<file path="src/rtl/ucode_pkg.sv">
package ucode_pkg;

  localparam int UA_W   = 8;
  localparam int OPC_W  = 4;
  localparam int CSEL_W = 2;
  localparam int ALU_W  = 3;
  localparam int CTL_W  = 11;
  localparam int MAP_N  = 1 << OPC_W;

  typedef enum logic [1:0] {
    PH_FETCH  = 2'b00,
    PH_DECODE = 2'b01,
    PH_EXEC   = 2'b10,
    PH_INCR   = 2'b11
  } phase_e;

  typedef enum logic [1:0] {
    CI_ZERO   = 2'b00,
    CI_ONE    = 2'b01,
    CI_NCARRY = 2'b10,
    CI_CARRY  = 2'b11
  } cin_mode_e;

  // 30-bit control word, most significant member first
  typedef struct packed {
    logic [1:0]      spare;
    logic            cond;
    phase_e          phase;
    logic [UA_W-1:0] link;
    logic            wr;
    cin_mode_e       cin;
    logic [ALU_W-1:0] alu;
    logic            addr_sel;
    logic            opb_sel;
    logic            opa_sel;
    logic            st_rst;
    logic            st_en;
    logic            ir_rst;
    logic            ir_en;
    logic            pc_rst;
    logic            pc_en;
    logic            acc_rst;
    logic            acc_en;
  } uword_t;

  // fixed microstore anchors
  localparam logic [UA_W-1:0] UA_FETCH  = 8'h00;
  localparam logic [UA_W-1:0] UA_DECODE = 8'h01;
  localparam logic [UA_W-1:0] UA_INCR   = 8'h02;

  // low control group, bit 0 upward: acc_en acc_rst pc_en pc_rst ir_en
  // ir_rst st_en st_rst opa_sel opb_sel addr_sel
  localparam logic [CTL_W-1:0] C_NONE  = 11'h000;
  localparam logic [CTL_W-1:0] C_IRLD  = 11'h010;
  localparam logic [CTL_W-1:0] C_STEP  = 11'h104;
  localparam logic [CTL_W-1:0] C_ACC   = 11'h001;
  localparam logic [CTL_W-1:0] C_ARITH = 11'h241;
  localparam logic [CTL_W-1:0] C_MEM   = 11'h400;
  localparam logic [CTL_W-1:0] C_MEMLD = 11'h401;
  localparam logic [CTL_W-1:0] C_MEMIR = 11'h410;
  localparam logic [CTL_W-1:0] C_BACC  = 11'h201;
  localparam logic [CTL_W-1:0] C_PCLD  = 11'h004;

  function automatic uword_t mk_word(
    input logic [UA_W-1:0]  link,
    input phase_e           ph,
    input logic             cnd,
    input logic             wr,
    input cin_mode_e        ci,
    input logic [ALU_W-1:0] alu,
    input logic [CTL_W-1:0] ctl
  );
    uword_t r;
    r       = '0;
    r.link  = link;
    r.phase = ph;
    r.cond  = cnd;
    r.wr    = wr;
    r.cin   = ci;
    r.alu   = alu;
    {r.addr_sel, r.opb_sel, r.opa_sel, r.st_rst, r.st_en, r.ir_rst,
     r.ir_en, r.pc_rst, r.pc_en, r.acc_rst, r.acc_en} = ctl;
    return r;
  endfunction

endpackage

</file>
<file path="src/rtl/ucode_opmap.sv">
module ucode_opmap
  import ucode_pkg::*;
(
  input  logic [OPC_W-1:0] opcode,
  output logic [UA_W-1:0]  start_ua
);

  always_comb begin
    case (opcode)
      4'h0:    start_ua = 8'h10;
      4'h1:    start_ua = 8'h1C;
      4'h2:    start_ua = 8'h1D;
      4'h4:    start_ua = 8'h11;
      4'h5:    start_ua = 8'h1E;
      4'h6:    start_ua = 8'h1F;
      4'h7:    start_ua = 8'h20;
      4'h8:    start_ua = 8'h18;
      4'h9:    start_ua = 8'h14;
      4'hA:    start_ua = 8'h12;
      4'hC:    start_ua = 8'h19;
      4'hE:    start_ua = 8'h15;
      default: start_ua = UA_FETCH;
    endcase
  end

endmodule

</file>
<file path="src/rtl/ucode_store.sv">
module ucode_store
  import ucode_pkg::*;
(
  input  logic [UA_W-1:0] ua,
  output uword_t          word
);

  always_comb begin
    case (ua)
      // common sequence
      8'h00: word = mk_word(UA_DECODE, PH_FETCH,  1'b0, 1'b0, CI_ZERO,   3'b000, C_IRLD);
      8'h01: word = mk_word(UA_FETCH,  PH_DECODE, 1'b0, 1'b0, CI_ZERO,   3'b000, C_NONE);
      8'h02: word = mk_word(UA_FETCH,  PH_INCR,   1'b0, 1'b0, CI_ONE,    3'b000, C_STEP);
      // immediate load and add
      8'h10: word = mk_word(UA_INCR,   PH_EXEC,   1'b0, 1'b0, CI_ONE,    3'b011, C_ACC);
      8'h11: word = mk_word(UA_INCR,   PH_EXEC,   1'b0, 1'b0, CI_ZERO,   3'b001, C_ARITH);
      // input from memory: two words
      8'h12: word = mk_word(8'h13,     PH_EXEC,   1'b0, 1'b0, CI_ZERO,   3'b000, C_MEM);
      8'h13: word = mk_word(UA_INCR,   PH_EXEC,   1'b0, 1'b0, CI_ZERO,   3'b000, C_MEMLD);
      // conditional jump
      8'h14: word = mk_word(UA_INCR,   PH_EXEC,   1'b1, 1'b0, CI_ONE,    3'b011, C_NONE);
      // output to memory: three words, write in the middle
      8'h15: word = mk_word(8'h16,     PH_EXEC,   1'b0, 1'b0, CI_ZERO,   3'b000, C_MEM);
      8'h16: word = mk_word(8'h17,     PH_EXEC,   1'b0, 1'b1, CI_ZERO,   3'b000, C_MEM);
      8'h17: word = mk_word(UA_INCR,   PH_EXEC,   1'b0, 1'b0, CI_ZERO,   3'b000, C_MEM);
      // unconditional jump, skips increment
      8'h18: word = mk_word(UA_FETCH,  PH_EXEC,   1'b0, 1'b0, CI_ONE,    3'b011, C_PCLD);
      // add from memory: three words, IR reused as data buffer
      8'h19: word = mk_word(8'h1A,     PH_EXEC,   1'b0, 1'b0, CI_ZERO,   3'b000, C_MEM);
      8'h1A: word = mk_word(8'h1B,     PH_EXEC,   1'b0, 1'b0, CI_ZERO,   3'b000, C_MEMIR);
      8'h1B: word = mk_word(UA_INCR,   PH_EXEC,   1'b0, 1'b0, CI_ZERO,   3'b001, C_BACC);
      // logic and carry-chain arithmetic on immediates
      8'h1C: word = mk_word(UA_INCR,   PH_EXEC,   1'b0, 1'b0, CI_ZERO,   3'b110, C_ARITH);
      8'h1D: word = mk_word(UA_INCR,   PH_EXEC,   1'b0, 1'b0, CI_ZERO,   3'b101, C_ARITH);
      8'h1E: word = mk_word(UA_INCR,   PH_EXEC,   1'b0, 1'b0, CI_CARRY,  3'b001, C_ARITH);
      8'h1F: word = mk_word(UA_INCR,   PH_EXEC,   1'b0, 1'b0, CI_ONE,    3'b010, C_ARITH);
      8'h20: word = mk_word(UA_INCR,   PH_EXEC,   1'b0, 1'b0, CI_NCARRY, 3'b010, C_ARITH);
      default: word = '0;
    endcase
  end

endmodule

</file>
<file path="src/rtl/ucode_cond.sv">
module ucode_cond
  import ucode_pkg::*;
(
  input  logic [CSEL_W-1:0] sel,
  input  logic              flag_c,
  input  logic              flag_z,
  output logic              holds
);

  always_comb begin
    case (sel)
      2'b00:   holds = flag_z;
      2'b01:   holds = ~flag_z;
      2'b10:   holds = flag_c;
      default: holds = ~flag_c;
    endcase
  end

endmodule

</file>
<file path="src/rtl/ucode_nextsel.sv">
module ucode_nextsel
  import ucode_pkg::*;
(
  input  phase_e          cur_phase,
  input  logic            cur_cond,
  input  logic [UA_W-1:0] cur_link,
  input  logic            cur_pc_en,
  input  cin_mode_e       cur_cin,
  input  logic [UA_W-1:0] map_ua,
  input  logic            cond_ok,
  input  logic            flag_c,
  output logic [UA_W-1:0] next_ua,
  output logic            pc_en,
  output logic            alu_cin
);

  logic jump_taken;
  assign jump_taken = cur_cond & cond_ok;

  always_comb begin
    if (cur_phase == PH_DECODE)
      next_ua = map_ua;
    else if (jump_taken)
      next_ua = UA_FETCH;
    else
      next_ua = cur_link;
  end

  assign pc_en = cur_cond ? cond_ok : cur_pc_en;

  always_comb begin
    case (cur_cin)
      CI_ZERO:   alu_cin = 1'b0;
      CI_ONE:    alu_cin = 1'b1;
      CI_NCARRY: alu_cin = ~flag_c;
      default:   alu_cin = flag_c;
    endcase
  end

endmodule

</file>
<file path="src/rtl/ucode_sequencer.sv">
module ucode_sequencer
  import ucode_pkg::*;
(
  input  logic              clk,
  input  logic              rst_n,
  input  logic [OPC_W-1:0]  ir_opcode,
  input  logic [CSEL_W-1:0] ir_cond,
  input  logic              flag_c,
  input  logic              flag_z,
  output logic              acc_en,
  output logic              acc_rst,
  output logic              pc_en,
  output logic              pc_rst,
  output logic              ir_en,
  output logic              ir_rst,
  output logic              st_en,
  output logic              st_rst,
  output logic              opa_sel,
  output logic              opb_sel,
  output logic              addr_sel,
  output logic [ALU_W-1:0]  alu_fn,
  output logic              alu_cin,
  output logic              mem_wr,
  output logic [1:0]        phase
);

  uword_t          mw_q;
  uword_t          store_word;
  logic [UA_W-1:0] map_ua;
  logic [UA_W-1:0] next_ua;
  logic [UA_W-1:0] ua_q;
  logic            cond_ok;

  ucode_opmap u_map (
    .opcode   (ir_opcode),
    .start_ua (map_ua)
  );

  ucode_cond u_cond (
    .sel    (ir_cond),
    .flag_c (flag_c),
    .flag_z (flag_z),
    .holds  (cond_ok)
  );

  ucode_nextsel u_next (
    .cur_phase (mw_q.phase),
    .cur_cond  (mw_q.cond),
    .cur_link  (mw_q.link),
    .cur_pc_en (mw_q.pc_en),
    .cur_cin   (mw_q.cin),
    .map_ua    (map_ua),
    .cond_ok   (cond_ok),
    .flag_c    (flag_c),
    .next_ua   (next_ua),
    .pc_en     (pc_en),
    .alu_cin   (alu_cin)
  );

  ucode_store u_store (
    .ua   (next_ua),
    .word (store_word)
  );

  always_ff @(posedge clk or negedge rst_n) begin
    if (!rst_n) begin
      mw_q <= '0;
      ua_q <= UA_FETCH;
    end else begin
      mw_q <= store_word;
      ua_q <= next_ua;
    end
  end

  assign acc_en   = mw_q.acc_en;
  assign acc_rst  = mw_q.acc_rst;
  assign pc_rst   = mw_q.pc_rst;
  assign ir_en    = mw_q.ir_en;
  assign ir_rst   = mw_q.ir_rst;
  assign st_en    = mw_q.st_en;
  assign st_rst   = mw_q.st_rst;
  assign opa_sel  = mw_q.opa_sel;
  assign opb_sel  = mw_q.opb_sel;
  assign addr_sel = mw_q.addr_sel;
  assign alu_fn   = mw_q.alu;
  assign mem_wr   = mw_q.wr;
  assign phase    = mw_q.phase;

  // fetch word always hands over to decode
  p_fetch_to_decode_r2: assert property (@(posedge clk) disable iff (!rst_n)
    (mw_q.phase == PH_FETCH && mw_q.ir_en) |=> (mw_q.phase == PH_DECODE));

  // increment always returns to fetch
  p_incr_to_fetch_r2: assert property (@(posedge clk) disable iff (!rst_n)
    (mw_q.phase == PH_INCR) |=> (mw_q.phase == PH_FETCH && mw_q.ir_en));

  // decode dispatches through the opcode table
  p_decode_dispatch_r3: assert property (@(posedge clk) disable iff (!rst_n)
    (mw_q.phase == PH_DECODE) |=> (ua_q == $past(map_ua)));

  // taken condition skips increment
  p_taken_to_fetch_r5: assert property (@(posedge clk) disable iff (!rst_n)
    (mw_q.cond && cond_ok) |=> (mw_q.phase == PH_FETCH));

  // failed condition leaves PC alone and goes to increment
  p_not_taken_r6: assert property (@(posedge clk) disable iff (!rst_n)
    (mw_q.cond && !cond_ok) |-> (!pc_en ##1 (mw_q.phase == PH_INCR)));

  // writes only happen inside execute routines
  p_write_in_exec_r9: assert property (@(posedge clk) disable iff (!rst_n)
    mem_wr |-> (mw_q.phase == PH_EXEC));

  // spare field never set
  p_spare_clear_r10: assert property (@(posedge clk) disable iff (!rst_n)
    (mw_q.spare == 2'b00));

endmodule

</file>
<file path="config.mk">
export PLATFORM = sky130hd
export DESIGN_NAME = ucode_sequencer
export DESIGN_NICKNAME = d
export VERILOG_FILES = /design/src/rtl/ucode_pkg.sv /design/src/rtl/ucode_opmap.sv /design/src/rtl/ucode_store.sv /design/src/rtl/ucode_cond.sv /design/src/rtl/ucode_nextsel.sv /design/src/rtl/ucode_sequencer.sv
export SDC_FILE = /design/constraint.sdc
export NUM_CORES = 1
export LEC_CHECK = 0
export ABC_CLOCK_PERIOD_IN_PS = 2400
export CELL_PAD_IN_SITES_DETAIL_PLACEMENT = 1
export CELL_PAD_IN_SITES_GLOBAL_PLACEMENT = 2
export CORE_UTILIZATION = 32
export DETAILED_ROUTE_END_ITERATION = 16
export PLACE_DENSITY = 0.91
export SETUP_SLACK_MARGIN = 0.5
export SYNTH_ARGS = -nofsm -noshare
export SYNTH_HDL_FRONTEND = slang
export SYNTH_SLANG_ARGS = --single-unit
</file>
<file path="constraint.sdc">
create_clock -name clk -period 2.4 [get_ports clk]
set_input_delay 0.24 -clock clk [delete_from_list [all_inputs] [get_ports clk]]
set_output_delay 0.24 -clock clk [all_outputs]
set_load 0.05 [all_outputs]
</file>
* After elaboration in Yosys (flattened, before gate mapping)
Memories as Yosys holds them, arrays and structs flattened.
Index checks and enable logic that the tools add are counted.
** Storage, ports and cells
- Memories kept :: 2
- ROM bits :: 1440
- Register bits after elaboration :: 28
** Operators by class
- Multiplexer cells :: 6
- Reductions and logical operators :: 3
- Equality and inequality tests :: 5
- Bitwise logic cells :: 3
** Memories
- (name not given) :: depth 64, bits a word 21, read ports 1, clocked after Yosys merged registers in 0, write ports 0, RTL line ucode_store.sv:9 : case (ua)
- (name not given) :: depth 16, bits a word 6, read ports 1, clocked after Yosys merged registers in 0, write ports 0, RTL line ucode_opmap.sv:9 : case (opcode)
** Operators with widths (count)
- $mux 28 :: 1
- $mux 8 :: 2
- $eq 2x1->1 const B :: 3
- $logic_not 2->1 :: 3
- $pmux 1 s3 :: 2
- $eq 2x2->1 const B :: 2
- $not 1->1 :: 2
- $and 1x1->1 :: 1
- $mux 1 :: 1

* Logic depth before layout (Yosys ltp)
- Depth after elaboration :: 7
- Mapped depth :: 10

* Cells and area by module
From an unflattened synthesis, not the netlist that was laid out.
** Unflattened totals
- Cells, all modules :: 168
- Area total of the unflattened synthesis :: 1679.1 um^2
** Modules (own cells, without submodules)
- ucode_sequencer :: times used 1, sequential area each 700.7 um^2, area an instance 738.2 um^2, cells each 33
- ucode_store :: times used 1, sequential area each 0.0 um^2, area an instance 551.8 um^2, cells each 86
- ucode_nextsel :: times used 1, sequential area each 0.0 um^2, area an instance 195.2 um^2, cells each 23
- ucode_opmap :: times used 1, sequential area each 0.0 um^2, area an instance 175.2 um^2, cells each 24
- ucode_cond :: times used 1, sequential area each 0.0 um^2, area an instance 18.8 um^2, cells each 2

* Least setup slack after synthesis
Ideal clock, no wire load.
- Path type :: in2reg
- Start point :: input ir_cond[1]
- End point :: register mw_q (netlist bit alu_fn[0])
- Setup time :: 0.094 ns
- Stages on the path :: 8
- Data arrival time :: 1.972 ns
- Slack :: 0.334 ns
- Cells stage by stage :: mux2i_1 mux2_4 a31o_2 ha_1 clkbuf_1 xnor2_1 nor2_1 a211oi_1
** RTL lines
- from (decl) :: RTL line ucode_sequencer.sv:7 : input logic [CSEL_W-1:0] ir_cond,
- to (signal assigned) :: RTL line ucode_sequencer.sv:70 : mw_q <= store_word;
- to (decl) :: RTL line ucode_sequencer.sv:27 : uword_t mw_q;

==> impl_metrics.env <==
export IMPL_outcome="finished, final reports clean"
export IMPL_drive_gt1_share_pct=47.3
export IMPL_ff_latch_area_um2=526
export IMPL_switching_share_pct=46.9
export IMPL_fin_nets=208
export IMPL_drv_slew=0
export IMPL_min_period_ns=1.91
export IMPL_yosysSeqAreaShare_pct=37.3
export IMPL_synth_largest_area_cell="dfrtp_1"
export IMPL_via_per_inst=5.30
export IMPL_vias=1250
export IMPL_grt_first_pass_wirelength_um=6370
export IMPL_dpl_hpwl_um=2760
export IMPL_power_density_nw_per_um2=1210
export IMPL_die_y_um=68.4
export IMPL_fillers=454
export IMPL_numCtsBuffers=3
export IMPL_grt_max_degree=22
export IMPL_holdBufCountCts=0
export IMPL_routed_wl_um=4570
export IMPL_drc=0
export IMPL_path_class="reg -> reg"
export IMPL_peakVddDrop_mv=0.329
export IMPL_hp_class="in -> async"
export IMPL_grt_antenna_before_repair=0
export IMPL_clk_pin_slew_ns=0.08
export IMPL_yosys_warnings=0
export IMPL_synth_edff_count=0
export IMPL_yosys_top_cells_area="dfrtp_1 37%, ha_1 9.8%, buf_4 5.9%, a31oi_4 3.0%, mux2i_1 2.8%"
export IMPL_dp_slack_ns=-0.120
export IMPL_min_period_over_period_pct=79.6
export IMPL_clkPwrFrac_pct=9.2
export IMPL_io_pins=28
export IMPL_worstSetupEndpointType="flip-flop"
export IMPL_track_usage_pct=18.7
export IMPL_critical_path_max_stage_delay_ns=0.42
export IMPL_cts_tree="done"
export IMPL_htreeDepth=1
export IMPL_synth_top_cells_by_count="21 x dfrtp_1, 11 x buf_4, 11 x ha_1"
export IMPL_placementRows=23
export IMPL_finClkSkew_ns=0.00894
export IMPL_critPathSlowestCell="dfrtp_1"
export IMPL_drv_cap=0
export IMPL_synth_top_area_share_pct=37.3
export IMPL_first_global_vias=1335
export IMPL_critPathMaxFanout=6
export IMPL_core_area_um2=4120
export IMPL_switching_power_mw=1.23
export IMPL_crit_path_start_kind="flip-flop"
export IMPL_drt_wirelength_per_cell_um=19.4
export IMPL_yosysMostFrequentCell="dfrtp_1"
export IMPL_rsz0062_at_grt="yes"
export IMPL_drtPass1Iterations=4
export IMPL_globalplace_congestion=0.893
export IMPL_start_util_pct=34.2
export IMPL_power_leakage_nw=0.954
export IMPL_avgSynthCellArea_um2=10.2
export IMPL_intPower_mw=1.39
export IMPL_die_area_um2=4670
export IMPL_ctsRootBufferMaster="clkbuf_8"
export IMPL_multi_input_area_um2=996
export IMPL_syn_instance_count=138
export IMPL_ant_nets=0
export IMPL_ys_async_sr_fraction_pct=100
export IMPL_yosysUniqueCellTypes=44
export IMPL_combinationalPowerShare_pct=71.9
export IMPL_maxSlewHeadroom_pct=66.3
export IMPL_cp_arrival_ns=2.08
export IMPL_syn_cell_area_um2=1410
export IMPL_dieWidth_um=68.4
export IMPL_pwr_share_seq_pct=18.9
export IMPL_synth_flop_cell="dfrtp_1"
export IMPL_ys_ff_latch=21
export IMPL_drtIter0Drc=45
export IMPL_numPortBuffers=23
export IMPL_areaGrowthSynthToFinish_pct=53.4
export IMPL_overflow=0
export IMPL_setup_viol=0
export IMPL_cp_required_ns=2.57
export IMPL_layout_cells_non_filler=236
export IMPL_clock_latency_ns=0.27
export IMPL_antenna_cells=0
export IMPL_path_cells="nand2_1 -> mux2_4 -> a31o_4 -> ha_4 -> buf_4 -> o32ai_2"
export IMPL_dp_cells=218
export IMPL_max_freq_mhz=523
export IMPL_worst_slack_ns=0.489
export IMPL_clockBufferDepth=2
export IMPL_cts_sinks=21
export IMPL_tightest_slew_ns=0.504
export IMPL_finalHoldViolCount=0
cell usage in the layout, fill, tap and decap left out, types with 4 or more instances in the layout:
cell type / Yosys / routed
a21oi_2: 0 / 4
ha_1: 11 / 4
ha_4: 0 / 4
inv_2: 0 / 4
dfrtp_1: 21 / 21
clkdlybuf4s50_1: 0 / 13
nand3_1: 4 / 4
nand2_1: 7 / 6
nor2_1: 9 / 6
conb_1: 1 / 4
dlygate4sd2_1: 0 / 8
buf_4: 11 / 32
layout make-up:
class | count | area share [%]
Inverter | 7 | 1.22
Clock buffer | 4 | 2.08
Multi-Input combinational cell | 97 | 46.1
Timing Repair Buffer | 57 | 23.4
Sequential cell | 21 | 24.3
Tap cell | 50 | 2.90
layer usage:
metal | share of wire (%) | track usage, %
met5 | 0 | 0
met4 | 2.4 | 8.07
met3 | 3.2 | 1.83
met2 | 53 | 35.7
met1 | 41 | 20.6
critical path, delay by kind of cell (launching register included):
kind,cells,cell delay (ns)
flops,1,0.42
buf+inv,1,0.15
simple gates,1,0.08
compound gates,2,0.57
fa+ha+maj,1,0.28
mux,1,0.31
what timing repair did:
action / CTS / global route
setup buffers: 4 / 10
resized for setup: 37 / 22
setup endpoints to repair: 23 / 15
pin swaps: 15 / 7
metrics by stage:
stage               util, %  setup TNS, ns  hold slack [ns]  power (mW)  instance area (µm²)
global route           52.5              0            0.357        2.75                 2160
detailed placement     44.0         -0.494            0.620        2.02                 1810
CTS                    48.4              0            0.335        2.40                 1990
finish                 52.5              0            0.315        2.62                 2160
floorplan                 -              0          -0.0556        1.54                 1460
global placement       44.0              0            0.604        1.96                 1810
sequential cells by signal, indices dropped and copies added (netlist names):
register / cells
phase: 2
mem_wr: 1
alu_fn: 3
opb_sel: 1
ir_en: 1
st_en: 1
mw_q: 9
addr_sel: 1
acc_en: 1
opa_sel: 1
power by group through the flow:
stage / Combinational (mW) / Clock [mW] / Sequential, mW
2_1_floorplan: 0.922 / 0 / 0.617
3_3_place_gp: 1.46 / 0 / 0.495
3_5_place_dp: 1.52 / 0 / 0.501
4_1_cts: 1.67 / 0.239 / 0.495
5_1_grt: 1.99 / 0.251 / 0.508
6_report: 1.89 / 0.242 / 0.495
logic make-up after synthesis:
logic type / synth area share, %
buffers and inverters: 10.3
flip-flops: 37.3
other: 0.266
AND/OR/NAND/NOR: 17.1
XOR/XNOR: 1.87
AO/OA/AOI/OAI: 19.4
multiplexers: 3.91
adder cells (fa/ha/maj): 9.77
path summary, 6_finish.rpt:
kind,cells after the start,slack [ns],from,endpoint
min in group clk,3,0.76,mw_q[21]$_DFF_PN0_,phase[0]$_DFF_PN0_
hold reg to reg,3,0.76,mw_q[21]$_DFF_PN0_,phase[0]$_DFF_PN0_
max in group asynchronous,2,1.85,rst_n,acc_en$_DFF_PN0_
setup / recovery,6,0.49,mw_q[27]$_DFF_PN0_,mw_q[21]$_DFF_PN0_
hold / removal,2,0.31,rst_n,phase[1]$_DFF_PN0_
setup reg to reg,6,0.49,mw_q[27]$_DFF_PN0_,mw_q[21]$_DFF_PN0_
No activity file was read; power rests on OpenSTA's default activity.
